**config.mk**
```make
export PLATFORM = sky130hd
export DESIGN_NAME = mdio_frame_master
export DESIGN_NICKNAME = d
export VERILOG_FILES = /design/src/rtl/mdio_pkg.sv /design/src/rtl/mdio_mdc_gen.sv /design/src/rtl/mdio_bit_counter.sv /design/src/rtl/mdio_tx_shifter.sv /design/src/rtl/mdio_frame_master.sv
export SDC_FILE = /design/constraint.sdc
export NUM_CORES = 1
export LEC_CHECK = 0
export CAP_MARGIN = 20
export CORE_ASPECT_RATIO = 0.5
export CORE_MARGIN = 10
export CORE_UTILIZATION = 59
export DETAILED_ROUTE_END_ITERATION = 10
export PLACE_DENSITY = 0.95
export SLEW_MARGIN = 20
export SYNTH_ARGS = -nofsm -noshare
export SYNTH_HDL_FRONTEND = slang
export SYNTH_SLANG_ARGS = --single-unit
export TNS_END_PERCENT = 20
```
**constraint.sdc**
```tcl
create_clock -name clk -period 3.04 [get_ports clk]
set_input_delay 0.608 -clock clk [delete_from_list [all_inputs] [get_ports clk]]
set_output_delay 0.608 -clock clk [all_outputs]
set_load 0.005 [all_outputs]
```
**src/rtl/mdio_pkg.sv**
```systemverilog
package mdio_pkg;
  localparam int unsigned PREAMBLE_BITS = 34;
  localparam int unsigned ADDR_W        = 5;
  localparam int unsigned DATA_W        = 16;
  // start(2) + opcode(2) + phy(5) + reg(5) + turnaround(2) + data(16)
  localparam int unsigned HDR_BITS      = 4 + 2 * ADDR_W + 2 + DATA_W;
  localparam int unsigned WR_FRAME_BITS = PREAMBLE_BITS + HDR_BITS;
  localparam int unsigned RD_FRAME_BITS = WR_FRAME_BITS - 1;
  localparam int unsigned TA_FIRST_BIT  = PREAMBLE_BITS + 4 + 2 * ADDR_W;
  localparam int unsigned RD_FIRST_BIT  = TA_FIRST_BIT + 1;
  localparam int unsigned BIT_IDX_W     = $clog2(WR_FRAME_BITS);

  localparam logic [1:0] SOF_PAT = 2'b01;
  localparam logic [1:0] OPC_RD  = 2'b10;
  localparam logic [1:0] OPC_WR  = 2'b01;
  localparam logic [1:0] TA_WR   = 2'b10;
  localparam logic [1:0] TA_RD   = 2'b11;
endpackage

```
**src/rtl/mdio_mdc_gen.sv**
```systemverilog
// Divides the system clock into management clock periods:
// low for the first half, high for the second half.
module mdio_mdc_gen #(
  parameter int unsigned CLK_DIV = 32
) (
  input  logic clk,
  input  logic rst_n,
  input  logic run,
  output logic mdc,
  output logic bit_end,
  output logic sample_tick
);
  localparam int unsigned CNT_W  = $clog2(CLK_DIV);
  localparam int unsigned HALF   = CLK_DIV / 2;
  localparam int unsigned SAMPLE = HALF + HALF / 2 - 1;

  logic [CNT_W-1:0] cnt_q, cnt_d;
  logic             mdc_q, mdc_d;

  assign bit_end     = run && (cnt_q == CNT_W'(CLK_DIV - 1));
  assign sample_tick = run && (cnt_q == CNT_W'(SAMPLE));
  assign mdc         = mdc_q;

  always_comb begin
    if (!run || bit_end) cnt_d = '0;
    else                 cnt_d = cnt_q + CNT_W'(1);
    // registered clock: high exactly while the counter sits in the upper half
    mdc_d = run && !bit_end && (cnt_d >= CNT_W'(HALF));
  end

  always_ff @(posedge clk or negedge rst_n) begin
    if (!rst_n) begin
      cnt_q <= '0;
      mdc_q <= 1'b0;
    end else begin
      cnt_q <= cnt_d;
      mdc_q <= mdc_d;
    end
  end
endmodule

```
**src/rtl/mdio_bit_counter.sv**
```systemverilog
// Counts bit periods within a frame.
module mdio_bit_counter #(
  parameter int unsigned W = 7
) (
  input  logic         clk,
  input  logic         rst_n,
  input  logic         clear,
  input  logic         advance,
  output logic [W-1:0] bit_idx
);
  logic [W-1:0] idx_q, idx_d;

  always_comb begin
    if (clear)        idx_d = '0;
    else if (advance) idx_d = idx_q + W'(1);
    else              idx_d = idx_q;
  end

  always_ff @(posedge clk or negedge rst_n) begin
    if (!rst_n) idx_q <= '0;
    else        idx_q <= idx_d;
  end

  assign bit_idx = idx_q;
endmodule

```
**src/rtl/mdio_tx_shifter.sv**
```systemverilog
// Holds the post-preamble part of a frame and presents it MSB first.
module mdio_tx_shifter #(
  parameter int unsigned W = 32
) (
  input  logic         clk,
  input  logic         rst_n,
  input  logic         load,
  input  logic [W-1:0] load_word,
  input  logic         shift,
  output logic         msb
);
  logic [W-1:0] sr_q, sr_d;

  always_comb begin
    if (load)       sr_d = load_word;
    else if (shift) sr_d = {sr_q[W-2:0], 1'b1};
    else            sr_d = sr_q;
  end

  always_ff @(posedge clk or negedge rst_n) begin
    if (!rst_n) sr_q <= '1;
    else        sr_q <= sr_d;
  end

  assign msb = sr_q[W-1];
endmodule

```
**src/rtl/mdio_frame_master.sv**
```systemverilog
module mdio_frame_master
  import mdio_pkg::*;
#(
  parameter logic [4:0]  PHY_ADDR = 5'd1,
  parameter int unsigned CLK_DIV  = 32
) (
  input  logic        clk,
  input  logic        rst_n,
  input  logic        start,
  input  logic        is_write,
  input  logic [4:0]  reg_addr,
  input  logic [15:0] wdata,
  output logic        busy,
  output logic [15:0] rdata,
  output logic        rdata_valid,
  output logic        mdc,
  output logic        mdio_o,
  output logic        mdio_oe,
  input  logic        mdio_i
);
  logic                 busy_q, busy_d;
  logic                 rd_q, rd_d;
  logic [DATA_W-1:0]    rx_q, rx_d;
  logic [DATA_W-1:0]    rdata_q, rdata_d;
  logic                 valid_q, valid_d;
  logic                 accept, finish, last_bit, in_preamble;
  logic                 bit_end, sample_tick, tx_msb, rx_en, tx_shift;
  logic [BIT_IDX_W-1:0] bit_idx;
  logic [HDR_BITS-1:0]  hdr_word;

  mdio_mdc_gen #(.CLK_DIV(CLK_DIV)) u_mdc (
    .clk(clk), .rst_n(rst_n), .run(busy_q),
    .mdc(mdc), .bit_end(bit_end), .sample_tick(sample_tick)
  );

  mdio_bit_counter #(.W(BIT_IDX_W)) u_cnt (
    .clk(clk), .rst_n(rst_n), .clear(accept),
    .advance(busy_q && bit_end), .bit_idx(bit_idx)
  );

  assign hdr_word = {SOF_PAT,
                     is_write ? OPC_WR : OPC_RD,
                     PHY_ADDR,
                     reg_addr,
                     is_write ? TA_WR : TA_RD,
                     is_write ? wdata : {DATA_W{1'b1}}};

  mdio_tx_shifter #(.W(HDR_BITS)) u_tx (
    .clk(clk), .rst_n(rst_n), .load(accept), .load_word(hdr_word),
    .shift(tx_shift), .msb(tx_msb)
  );

  always_comb begin
    accept      = start && !busy_q;
    in_preamble = bit_idx < BIT_IDX_W'(PREAMBLE_BITS);
    last_bit    = rd_q ? (bit_idx == BIT_IDX_W'(RD_FRAME_BITS - 1))
                       : (bit_idx == BIT_IDX_W'(WR_FRAME_BITS - 1));
    finish      = busy_q && bit_end && last_bit;
    tx_shift    = busy_q && bit_end && !in_preamble;
    rx_en       = busy_q && rd_q && sample_tick &&
                  (bit_idx >= BIT_IDX_W'(RD_FIRST_BIT));

    busy_d  = accept ? 1'b1 : (finish ? 1'b0 : busy_q);
    rd_d    = accept ? !is_write : rd_q;
    rx_d    = rx_en ? {rx_q[DATA_W-2:0], mdio_i} : rx_q;
    rdata_d = (finish && rd_q) ? rx_q : rdata_q;
    valid_d = finish && rd_q;
  end

  always_ff @(posedge clk or negedge rst_n) begin
    if (!rst_n) begin
      busy_q  <= 1'b0;
      rd_q    <= 1'b0;
      rx_q    <= '0;
      rdata_q <= '0;
      valid_q <= 1'b0;
    end else begin
      busy_q  <= busy_d;
      rd_q    <= rd_d;
      rx_q    <= rx_d;
      rdata_q <= rdata_d;
      valid_q <= valid_d;
    end
  end

  assign busy        = busy_q;
  assign rdata       = rdata_q;
  assign rdata_valid = valid_q;
  assign mdio_o      = (!busy_q || in_preamble) ? 1'b1 : tx_msb;
  assign mdio_oe     = busy_q && !(rd_q && (bit_idx >= BIT_IDX_W'(TA_FIRST_BIT)));
endmodule

```
==> results of run 1 <==
==> critical path, delay by kind of cell, from the launching register on <==
| family | cells | cell delay (ns) |
|---|---|---|
| flip-flops | 1 | 0.43 |
| AO/OA/AOI/OAI | 1 | 0.17 |
| AND/OR/NAND/NOR | 2 | 0.72 |
| buffers and inverters | 1 | 0.49 |
==> metal layers <==
layer | vias up | global-route usage, % | wire (um)
li1 | 1156 | - | -
met1 | 1203 | 18.41 | 3097
met2 | 70 | 27.44 | 3730
met3 | 14 | 5.177 | 377
met4 | 0 | 5.507 | 133
met5 | - | 0 | 0
==> flip-flops by register name (all words and copies together), names as in the netlist <==
name           count
busy               1
rd_q               1
rdata             16
rdata_valid        1
rx_q              16
u_cnt.bit_idx      7
u_mdc.cnt_q        5
u_tx.sr_q         32
==> cell families (layout without fill, tap and decap cells) <==
group / count (synthesis) / count (layout) / synth area share (%)
AND/OR/NAND/NOR: 107 / 107 / 15.63
flip-flops: 79 / 79 / 57.67
AO/OA/AOI/OAI: 57 / 57 / 8.981
multiplexers: 33 / 33 / 11.66
buffers and inverters: 22 / 72 / 3.614
adder cells (fa/ha/maj): 4 / 4 / 1.431
XOR/XNOR: 4 / 4 / 1.002
==> power by group <==
| group | internal [mW] | switching [mW] |
|---|---|---|
| clock | 0.883 | 0.406 |
| combinational | 0.293 | 0.286 |
| sequential | 1.49 | 0.218 |
==> how the worst max path moves through the flow <==
stage / start / to / slack, ns / depth (start not counted)
floorplan: u_cnt.bit_idx[1]$_DFFE_PN0P_ / rdata[10]$_DFFE_PN0P_ / 0.95 / 6
global placement: u_cnt.bit_idx[1]$_DFFE_PN0P_ / mdio_o / 0.70 / 4
detailed placement: u_cnt.bit_idx[1]$_DFFE_PN0P_ / mdio_o / 0.63 / 4
CTS: u_cnt.bit_idx[1]$_DFFE_PN0P_ / mdio_o / 0.28 / 4
global route: u_cnt.bit_idx[1]$_DFFE_PN0P_ / mdio_o / 0.21 / 4
finish: u_cnt.bit_idx[1]$_DFFE_PN0P_ / mdio_o / 0.30 / 4
==> stage by stage <==
stage,power (mW),worst slack [ns],utilization (%),instance area (sq um)
4_1_cts,3.586,0.2835,77.54,4350
3_3_place_gp,2.201,0.7000,71.10,3989
5_1_grt,3.750,0.2065,77.54,4350
2_1_floorplan,2.052,0.9474,-,3497
3_5_place_dp,2.275,0.6344,71.10,3989
6_report,3.572,0.2969,77.54,4350
==> cells in the final DEF (no fill, tap or decap), types with 2 or more instances in the layout <==
cell	Yosys	layout
dfrtp_1	47	47
clkdlybuf4s50_1	0	45
nand2_1	44	44
a21oi_1	35	35
dfstp_2	32	32
mux2_2	19	19
nand3_1	15	15
nor3b_1	13	13
o21ai_0	11	11
nor2_1	10	10
mux2_4	10	10
clkbuf_16	0	9
buf_4	1	7
inv_1	4	4
and2_1	4	4
nor3_1	4	4
ha_1	4	4
bufinv_16	0	4
and3_1	3	3
mux2_1	3	3
nand2b_1	2	2
xor2_1	2	2
xnor2_1	2	2
nand4_1	2	2
or4_1	2	2
o22ai_1	2	2
==> cell type report <==
type	instances	share of cell area, %
sequential	79	46.36
timing repair buffer	52	11.56
clock inverter	6	3.049
multi-input combinational	205	31.32
tap	73	2.100
clock buffer	10	5.263
inverter	4	0.3451
==> out/metrics.csv, run 1 <==
stage,metric,value,unit
setup_path,reg2reg_depth,7,
power_and_ir_drop,powerDensity,821.1,nW/um^2
setup_path,path_class,reg -> out,
clocking,clockRootBuffer,clkbuf_16,
detailed_routing,drt-initial-drc-count,223,
clocking,clk_pin_slew,0.06,ns
timing,hold_viol,0,
place,dp_hpwl,4740,um
global_routing,grt_usage,15.82,%
setup_path,setup.reg_to_reg.worst_slack,0.66,ns
yosys,synthArstFlopShare,100.0,%
yosys,syn-num-nets,336,
setup_path,cp_slowest_cell,or4_4,
clocking,clock_sinks,79,
yosys,yosys.area.top_type,dfrtp_1,
yosys,synth_common_cells,"47 x dfrtp_1, 44 x nand2_1, 35 x a21oi_1",
yosys,synth_cell_types,42,
layout,fin_cells,429,
layout,regArea,2017,sq um
timing,tightest_slew,0.9460,ns
timing,rsz0062_at_grt,false,
yosys,syn-cell-area,3497,sq um
clocking,cts_resized,0,
setup_path,max_stage_delay,0.59,ns
flow_run,maxCapViolCount,0,
yosys,synth_warnings,0,
timing,timing.hold.ws,0.4480,ns
clocking,cts_tree,done,
hold_path,hold_path_class,in -> async,
clocking,hold_buffers,0,
yosys,yosysTopAreaCellShare,33.63,%
yosys,yosys_register_bits,79,
yosys,synth_edf_count,0,
clocking,post_cts_buffers,0,
power_and_ir_drop,p_leak,1.964,nW
setup_path,worst_ep_required_time,2.43,ns
yosys,avgSynthCellArea,11.43,sq um
global_routing,antenna_found_initial,0,
global_routing,grt_max_degree,80,
global_routing,grt_pass1_wl,12280,um
clocking,cts_buffers,9,
detailed_routing,dr.pass1.iters,4,
detailed_routing,drtAntennaViolNets,0,
die,die_h,74.44,um
clocking,clock_latency,0.33,ns
layout,fillCellCount,340,
timing,clock_skew,0.004973,ns
setup_path,critPathLaunchType,register,
timing,setup_viol,0,
global_routing,grt_overflow,0,
die,start_util,62.33,%
global_routing,grt_pass1_vias,2514,
place,io_buffers,46,
place,dp.cells,413,
die,rows,19,
setup_path,arrival,2.14,ns
detailed_routing,drc_errors,0,
setup_path,timing.rr.start,u_mdc.cnt_q[0]$_DFF_PN0_,
yosys,syn_inst,306,
power_and_ir_drop,ir_drop,0.4607,mV
timing,slew_headroom,36.93,%
yosys,ys_seq_area_share,57.67,%
timing,max_freq,0.3646,GHz
layout,areaGrowthSynthToFinish,24.40,%
layout,drive_gt1_share,25.56,%
yosys,synth_flop_cell,dfrtp_1,
timing,tns,0,ns
die,die_area,9594,sq um
outcome,status,completed,
setup_path,reg2reg_to,u_tx.sr_q[1]$_DFFE_PN1P_,
clocking,htree_levels,3,
setup_path,crit_chain,or4_4 -> a21oi_1 -> or3b_2 -> clkdlybuf4s50_1,
yosys,yosys-top-cells-area,"dfrtp_1 34%, dfstp_2 24%, mux2_2 6.1%",
layout,antenna_cells,0,
detailed_routing,avgViaCountPerCell,5.695,
timing,period_minus_slack,2.743,ns
yosys,synthMostInstantiatedCell,dfrtp_1,
die,ioPinCount,47,
detailed_routing,wl,7339,um
die,die_width,128.9,um
detailed_routing,routedWlPerCell,17.11,um
layout,fin_nets,381,
setup_path,path_max_fanout,6,
setup_path,critPathCaptureType,primary output,
timing,drv_slew,0,
detailed_routing,dr_total_vias,2443,
place,gp_congestion,0.8752,
layout,multi_input_comb_area,1363,sq um
clocking,clockBufferDepth,2,
timing,period_share,90.23,%
die,core_area,5610,sq um
No activity file was read; power rests on OpenSTA's default activity.
==> inputs of run 2 (changes only) <==
--- a/config.mk
+++ b/config.mk
@@ -7,10 +7,10 @@
 export LEC_CHECK = 0
 export CAP_MARGIN = 20
 export CORE_ASPECT_RATIO = 0.5
-export CORE_MARGIN = 10
+export CORE_MARGIN = 2
 export CORE_UTILIZATION = 59
 export DETAILED_ROUTE_END_ITERATION = 10
-export PLACE_DENSITY = 0.95
+export PLACE_DENSITY = 0.9
 export SLEW_MARGIN = 20
 export SYNTH_ARGS = -nofsm -noshare
 export SYNTH_HDL_FRONTEND = slang
==> out/metrics.csv, run 2 (synthesis gave the netlist of run 1 again) <==
stage,metric,value,unit,change
timing,max_freq,0.3687,GHz,+1.1%
place,placed_area,3994,sq um,+0.13%
setup_path,critPathLaunchType,register,,
clocking,hold_buffers,0,,unchanged
place,gp_congestion,0.8295,,-5.2%
power_and_ir_drop,powerDensity,778.7,nW/um^2,-5.2%
layout,largest_reg_flops,32,,unchanged
layout,layout_common_cells,"47 x dfrtp_1, 45 x clkdlybuf4s50_1, 44 x nand2_1, 35 x a21oi_1, 32 x dfstp_2",,
clocking,post_cts_buffers,0,,unchanged
hold_path,hold_path_class,in -> async,,
detailed_routing,avgViaCountPerCell,5.645,,-0.87%
global_routing,grt_pass1_wl,11170,um,-9.0%
timing,drv_slew,0,,unchanged
setup_path,timing.rr.start,u_mdc.cnt_q[0]$_DFF_PN0_,,
timing,clock_skew,0.004528,ns,-0.0004450 ns
clocking,clk_pin_slew,0.06,ns,about the same
die,rows,19,,unchanged
die,die_h,58.44,um,-21%
setup_path,path_class,reg -> out,,
place,dp.cells,412,,-0.24%
place,io_buffers,46,,unchanged
power_and_ir_drop,ir_drop,0.4610,mV,about the same
timing,tns,0,ns,unchanged
setup_path,reg2reg_depth,7,,unchanged
layout,layout_commonest_cell,dfrtp_1,,
layout,largest_register,u_tx.sr_q,,
timing,setup_viol,0,,unchanged
detailed_routing,drt-initial-drc-count,118,,-47%
global_routing,grt_overflow,0,,unchanged
layout,areaGrowthSynthToFinish,23.08,%,
die,ioPinCount,47,,unchanged
clocking,clockRootBuffer,clkbuf_16,,
layout,fin_cells,428,,-0.23%
global_routing,grt_pass1_vias,2322,,-7.6%
layout,fin_area,4304,sq um,-1.1%
detailed_routing,drtAntennaViolNets,0,,unchanged
timing,period_minus_slack,2.712,ns,-0.03070 ns
clocking,cts_buffers,9,,unchanged
detailed_routing,dr_total_vias,2416,,-1.1%
timing,hold_viol,0,,unchanged
die,die_width,112.9,um,-12%
layout,drive_gt1_share,25.63,%,+0.072 points
setup_path,reg2reg_to,u_tx.sr_q[1]$_DFFE_PN1P_,,
place,dp_hpwl,4188,um,-12%
global_routing,grt_usage,21.87,%,+6.1 points
die,start_util,62.33,%,unchanged
die,core_area,5610,sq um,unchanged
detailed_routing,wl,6547,um,-11%
timing,period_share,89.22,%,-1.0 points
power_and_ir_drop,p_leak,1.935,nW,-1.5%
power_and_ir_drop,switching_power,0.9238,mW,+1.5%
layout,antenna_cells,0,,unchanged
clocking,htree_levels,3,,unchanged
setup_path,critPathCaptureType,primary output,,
detailed_routing,dr.pass1.iters,7,,+3
layout,fillCellCount,358,,+5.3%
clocking,cts_tree,done,,
die,die_area,6597,sq um,-31%
clocking,clockBufferDepth,2,,unchanged
clocking,clock_latency,0.33,ns,about the same
power_and_ir_drop,p_clk_share,32.8,%,-3.3 points
setup_path,setup.reg_to_reg.worst_slack,0.67,ns,about the same
timing,slew_headroom,36.98,%,+0.051 points
outcome,violations,DRC,,
flow_run,maxCapViolCount,0,,unchanged
setup_path,arrival,2.10,ns,-0.04 ns
power_and_ir_drop,p_sw_share,27.56,%,+2.1 points
clocking,clock_sinks,79,,unchanged
detailed_routing,routedWlPerCell,15.30,um,-11%
power_and_ir_drop,internal_power,2.428,mW,-8.8%
outcome,status,finished with violations,,
detailed_routing,drc_errors,3,,+3
power_and_ir_drop,seq_power_share,50.5,%,+2.8 points
global_routing,grt_max_degree,80,,unchanged
timing,rsz0062_at_grt,false,,
power_and_ir_drop,power_frac_comb,16.7,%,+0.5 points
global_routing,antenna_found_initial,0,,unchanged
setup_path,worst_ep_required_time,2.43,ns,about the same
clocking,cts_resized,0,,unchanged
timing,tightest_slew,0.9452,ns,-0.0007648 ns
timing,timing.hold.ws,0.4471,ns,-0.0009500 ns
layout,fin_nets,380,,-0.26%
setup_path,path_max_fanout,6,,unchanged
-- run 2: changes by cell type in the layout (fill, tap and decap cells not counted), sizes merged --
| cell | before | now |
|---|---|---|
| buf | 7 | 6 |
| clkinv | 1 | 0 |
| inv | 4 | 8 |
| clkinvlp | 1 | 2 |
| clkbuf | 10 | 9 |
| bufinv | 4 | 1 |
-- run 2: power groups by stage --
| stage | clock (mW) | combinational [mW] | sequential (mW) |
|---|---|---|---|
| global route | 1.17 | 0.647 | 1.73 |
| CTS | 1.12 | 0.570 | 1.69 |
| global placement | 0 | 0.527 | 1.68 |
| finish | 1.10 | 0.559 | 1.69 |
| detailed placement | 0 | 0.563 | 1.70 |
| floorplan | 0 | 0.411 | 1.64 |
-- run 2: how the worst max path moves through the flow --
stage                                 start               endpoint  slack [ns]  cells after the start
2_1_floorplan  u_cnt.bit_idx[1]$_DFFE_PN0P_  rdata[10]$_DFFE_PN0P_        0.95                      6
3_3_place_gp   u_cnt.bit_idx[1]$_DFFE_PN0P_                 mdio_o        0.69                      4
3_5_place_dp   u_cnt.bit_idx[1]$_DFFE_PN0P_                 mdio_o        0.67                      4
4_1_cts        u_cnt.bit_idx[1]$_DFFE_PN0P_                 mdio_o        0.31                      4
5_1_grt        u_cnt.bit_idx[1]$_DFFE_PN0P_                 mdio_o        0.22                      4
6_report       u_cnt.bit_idx[1]$_DFFE_PN0P_                 mdio_o        0.33                      4
-- run 2: routing by layer --
layer / track usage, % / wire length [um] / vias up
met3: 4.737 / 275 / 6
met1: 28.13 / 2910 / 1198
li1: - / - / 1154
met4: 8.188 / 53 / 0
met5: 0 / 0 / -
met2: 37.69 / 3307 / 58
-- run 2: critical path, stage by stage (launching register included) --
cell and delay (ns):
dfrtp_1 0.44, or4_4 0.59, a21oi_1 0.14, or3b_2 0.11
clkdlybuf4s50_1 0.49
-- run 2: stage by stage --
stage	util [%]	power [mW]	worst slack (ns)
after CTS	76.72	3.381	0.3113
after floorplan	-	2.052	0.9474
after global routing	76.72	3.550	0.2197
after detailed placement	71.19	2.258	0.6708
after global placement	71.19	2.204	0.6929
final	76.72	3.352	0.3276
-- run 2: cell type report --
class,instances,area (sq um),share of cell area [%]
Clock buffer,9,225.2,5.233
Clock inverter,7,85.08,1.977
Inverter,4,15.01,0.3488
Multi-Input combinational cell,205,1363,31.66
Sequential cell,79,2017,46.86
Tap cell,73,91.34,2.122
Timing Repair Buffer,51,508.0,11.80
==> inputs of run 3 (changes only) <==
==> constraint.sdc (replaced) <==
create_clock -name clk -period 3.04 [get_ports clk]
set_input_delay 0.608 -clock clk [delete_from_list [all_inputs] [get_ports clk]]
set_output_delay 0.608 -clock clk [all_outputs]
set_load 0.01 [all_outputs]
==> out/metrics.csv, run 3 (synthesis gave the netlist of run 1 again) <==
stage,metric,value,unit,change
layout,layout_common_cells,"47 x dfrtp_1, 45 x clkdlybuf4s50_1, 44 x nand2_1, 35 x a21oi_1, 32 x dfstp_2",,
timing,rsz0062_at_grt,false,,
clocking,clock_sinks,79,,unchanged
layout,fin_cells,428,,unchanged
die,rows,19,,unchanged
layout,largest_reg_flops,32,,unchanged
layout,drive_gt1_share,25.63,%,unchanged
timing,tns,0,ns,unchanged
die,start_util,62.33,%,unchanged
detailed_routing,drc_errors,3,,unchanged
layout,regArea,2017,sq um,unchanged
layout,fin_nets,380,,unchanged
die,die_area,6597,sq um,unchanged
setup_path,path_max_fanout,6,,unchanged
setup_path,path_delay_family,simple AND/OR/NAND/NOR gates,,
detailed_routing,met3_length,351,um,+28%
die,die_width,112.9,um,unchanged
timing,max_freq,0.3614,GHz,-2.0%
layout,areaGrowthSynthToFinish,23.01,%,about the same
timing,setup_slack,0.2728,ns,-0.05484 ns
detailed_routing,highest_layer,met4,,
outcome,violations,DRC,,
detailed_routing,routedWlPerCell,15.52,um,+1.4%
layout,largest_register,u_tx.sr_q,,
flow_run,maxCapViolCount,0,,unchanged
layout,fillCellCount,369,,+3.1%
clocking,htree_levels,3,,unchanged
setup_path,path_buf_inv,1,,unchanged
setup_path,reg2reg_depth,7,,unchanged
setup_path,reg2reg_to,u_tx.sr_q[1]$_DFFE_PN1P_,,
setup_path,setup.reg_to_reg.worst_slack,0.71,ns,+0.04 ns
setup_path,critPathCaptureType,primary output,,
place,gp_congestion,0.8544,,+3.0%
timing,clock_skew,0.006167,ns,+0.001639 ns
timing,drv_slew,0,,unchanged
power_and_ir_drop,ir_drop,0.6361,mV,+38%
die,die_h,58.44,um,unchanged
timing,slew_headroom,37.60,%,+0.62 points
place,pre_cts_ws,0.6380,ns,-0.03280 ns
detailed_routing,dr_total_vias,2421,,+0.21%
place,io_buffers,46,,unchanged
die,ioPinCount,47,,unchanged
layout,layout_commonest_cell,dfrtp_1,,
global_routing,antenna_found_initial,0,,unchanged
timing,hold_viol,0,,unchanged
global_routing,grt_max_degree,80,,unchanged
setup_path,crit_chain,or4_4 -> a21oi_1 -> or3b_2 -> clkdlybuf4s50_1,,
clocking,cts_tree,done,,
place,dp_hpwl,4287,um,+2.4%
layout,multi_input_comb_area,1363,sq um,unchanged
detailed_routing,dr.pass1.iters,7,,unchanged
timing,tightest_slew,0.9360,ns,-0.009252 ns
clocking,post_cts_buffers,0,,unchanged
detailed_routing,wl,6641,um,+1.4%
detailed_routing,drt-initial-drc-count,177,,+50%
die,core_area,5610,sq um,unchanged
setup_path,cp_slowest_cell,or4_4,,
clocking,hold_buffers,0,,unchanged
timing,period_share,91.03,%,+1.8 points
outcome,status,finished with violations,,
global_routing,grt_pass1_wl,11330,um,+1.4%
detailed_routing,wl_met2,3453,um,+4.4%
clocking,cts_resized,0,,unchanged
layout,fin_area,4302,sq um,about the same
place,dp.cells,412,,unchanged
global_routing,grt_usage,22.35,%,+0.48 points
timing,setup_viol,0,,unchanged
clocking,cts_buffers,9,,unchanged
timing,period_minus_slack,2.767,ns,+0.05484 ns
setup_path,max_stage_delay,0.59,ns,about the same
global_routing,grt_pass1_vias,2442,,+5.2%
detailed_routing,wl_met1,2758,um,-5.2%
setup_path,timing.rr.start,u_mdc.cnt_q[0]$_DFF_PN0_,,
clocking,clockRootBuffer,clkbuf_16,,
detailed_routing,drtAntennaViolNets,0,,unchanged
power_and_ir_drop,powerDensity,779.4,nW/um^2,about the same
power_and_ir_drop,p_leak,1.937,nW,+0.13%
clocking,clockBufferDepth,2,,unchanged
timing,timing.hold.ws,0.4211,ns,-0.02593 ns
setup_path,critPathLaunchType,register,,
setup_path,worst_ep_required_time,2.43,ns,about the same
place,placed_area,3994,sq um,unchanged
global_routing,grt_overflow,0,,unchanged
clocking,clock_latency,0.34,ns,about the same
setup_path,path_class,reg -> out,,
hold_path,hold_path_class,in -> async,,
setup_path,arrival,2.16,ns,+0.06 ns
layout,antenna_cells,0,,unchanged
detailed_routing,avgViaCountPerCell,5.657,,+0.21%
clocking,clk_pin_slew,0.06,ns,about the same
run 3: layout make-up:
type / instances / area share [%]
clock buffer: 10 / 5.556
inverter: 4 / 0.3490
timing repair buffer: 51 / 11.81
clock inverter: 6 / 1.600
multi-input combinational: 205 / 31.68
tap: 73 / 2.123
sequential: 79 / 46.89
run 3: layer usage:
| layer | track usage [%] | vias to the layer above |
|---|---|---|
| met1 | 26.85 | 1192 |
| met3 | 7.724 | 10 |
| li1 | - | 1154 |
| met5 | 0 | - |
| met4 | 7.840 | 0 |
| met2 | 38.73 | 65 |
run 3: worst max path at each step:
| stage | slack, ns | to | start | cells past startpoint |
|---|---|---|---|---|
| global route | 0.22 | mdio_o | u_cnt.bit_idx[1]$_DFFE_PN0P_ | 4 |
| floorplan | 0.95 | rdata[10]$_DFFE_PN0P_ | u_cnt.bit_idx[1]$_DFFE_PN0P_ | 6 |
| finish | 0.27 | mdio_o | u_cnt.bit_idx[1]$_DFFE_PN0P_ | 4 |
| global placement | 0.67 | mdio_o | u_cnt.bit_idx[1]$_DFFE_PN0P_ | 4 |
| CTS | 0.27 | mdio_o | u_cnt.bit_idx[1]$_DFFE_PN0P_ | 4 |
| detailed placement | 0.64 | mdio_o | u_cnt.bit_idx[1]$_DFFE_PN0P_ | 4 |
run 3: stage by stage:
step | util, % | power (mW)
global route | 76.67 | 3.559
detailed placement | 71.19 | 2.278
floorplan | - | 2.057
finish | 76.67 | 3.353
global placement | 71.19 | 2.208
CTS | 76.67 | 3.376
run 3: power by group:
group | internal [mW] | leakage (nW) | switching, mW
Clock | 0.662 | 0.149 | 0.427
Combinational | 0.292 | 0.826 | 0.282
Sequential | 1.48 | 0.962 | 0.204
Total | 2.44 | 1.94 | 0.914
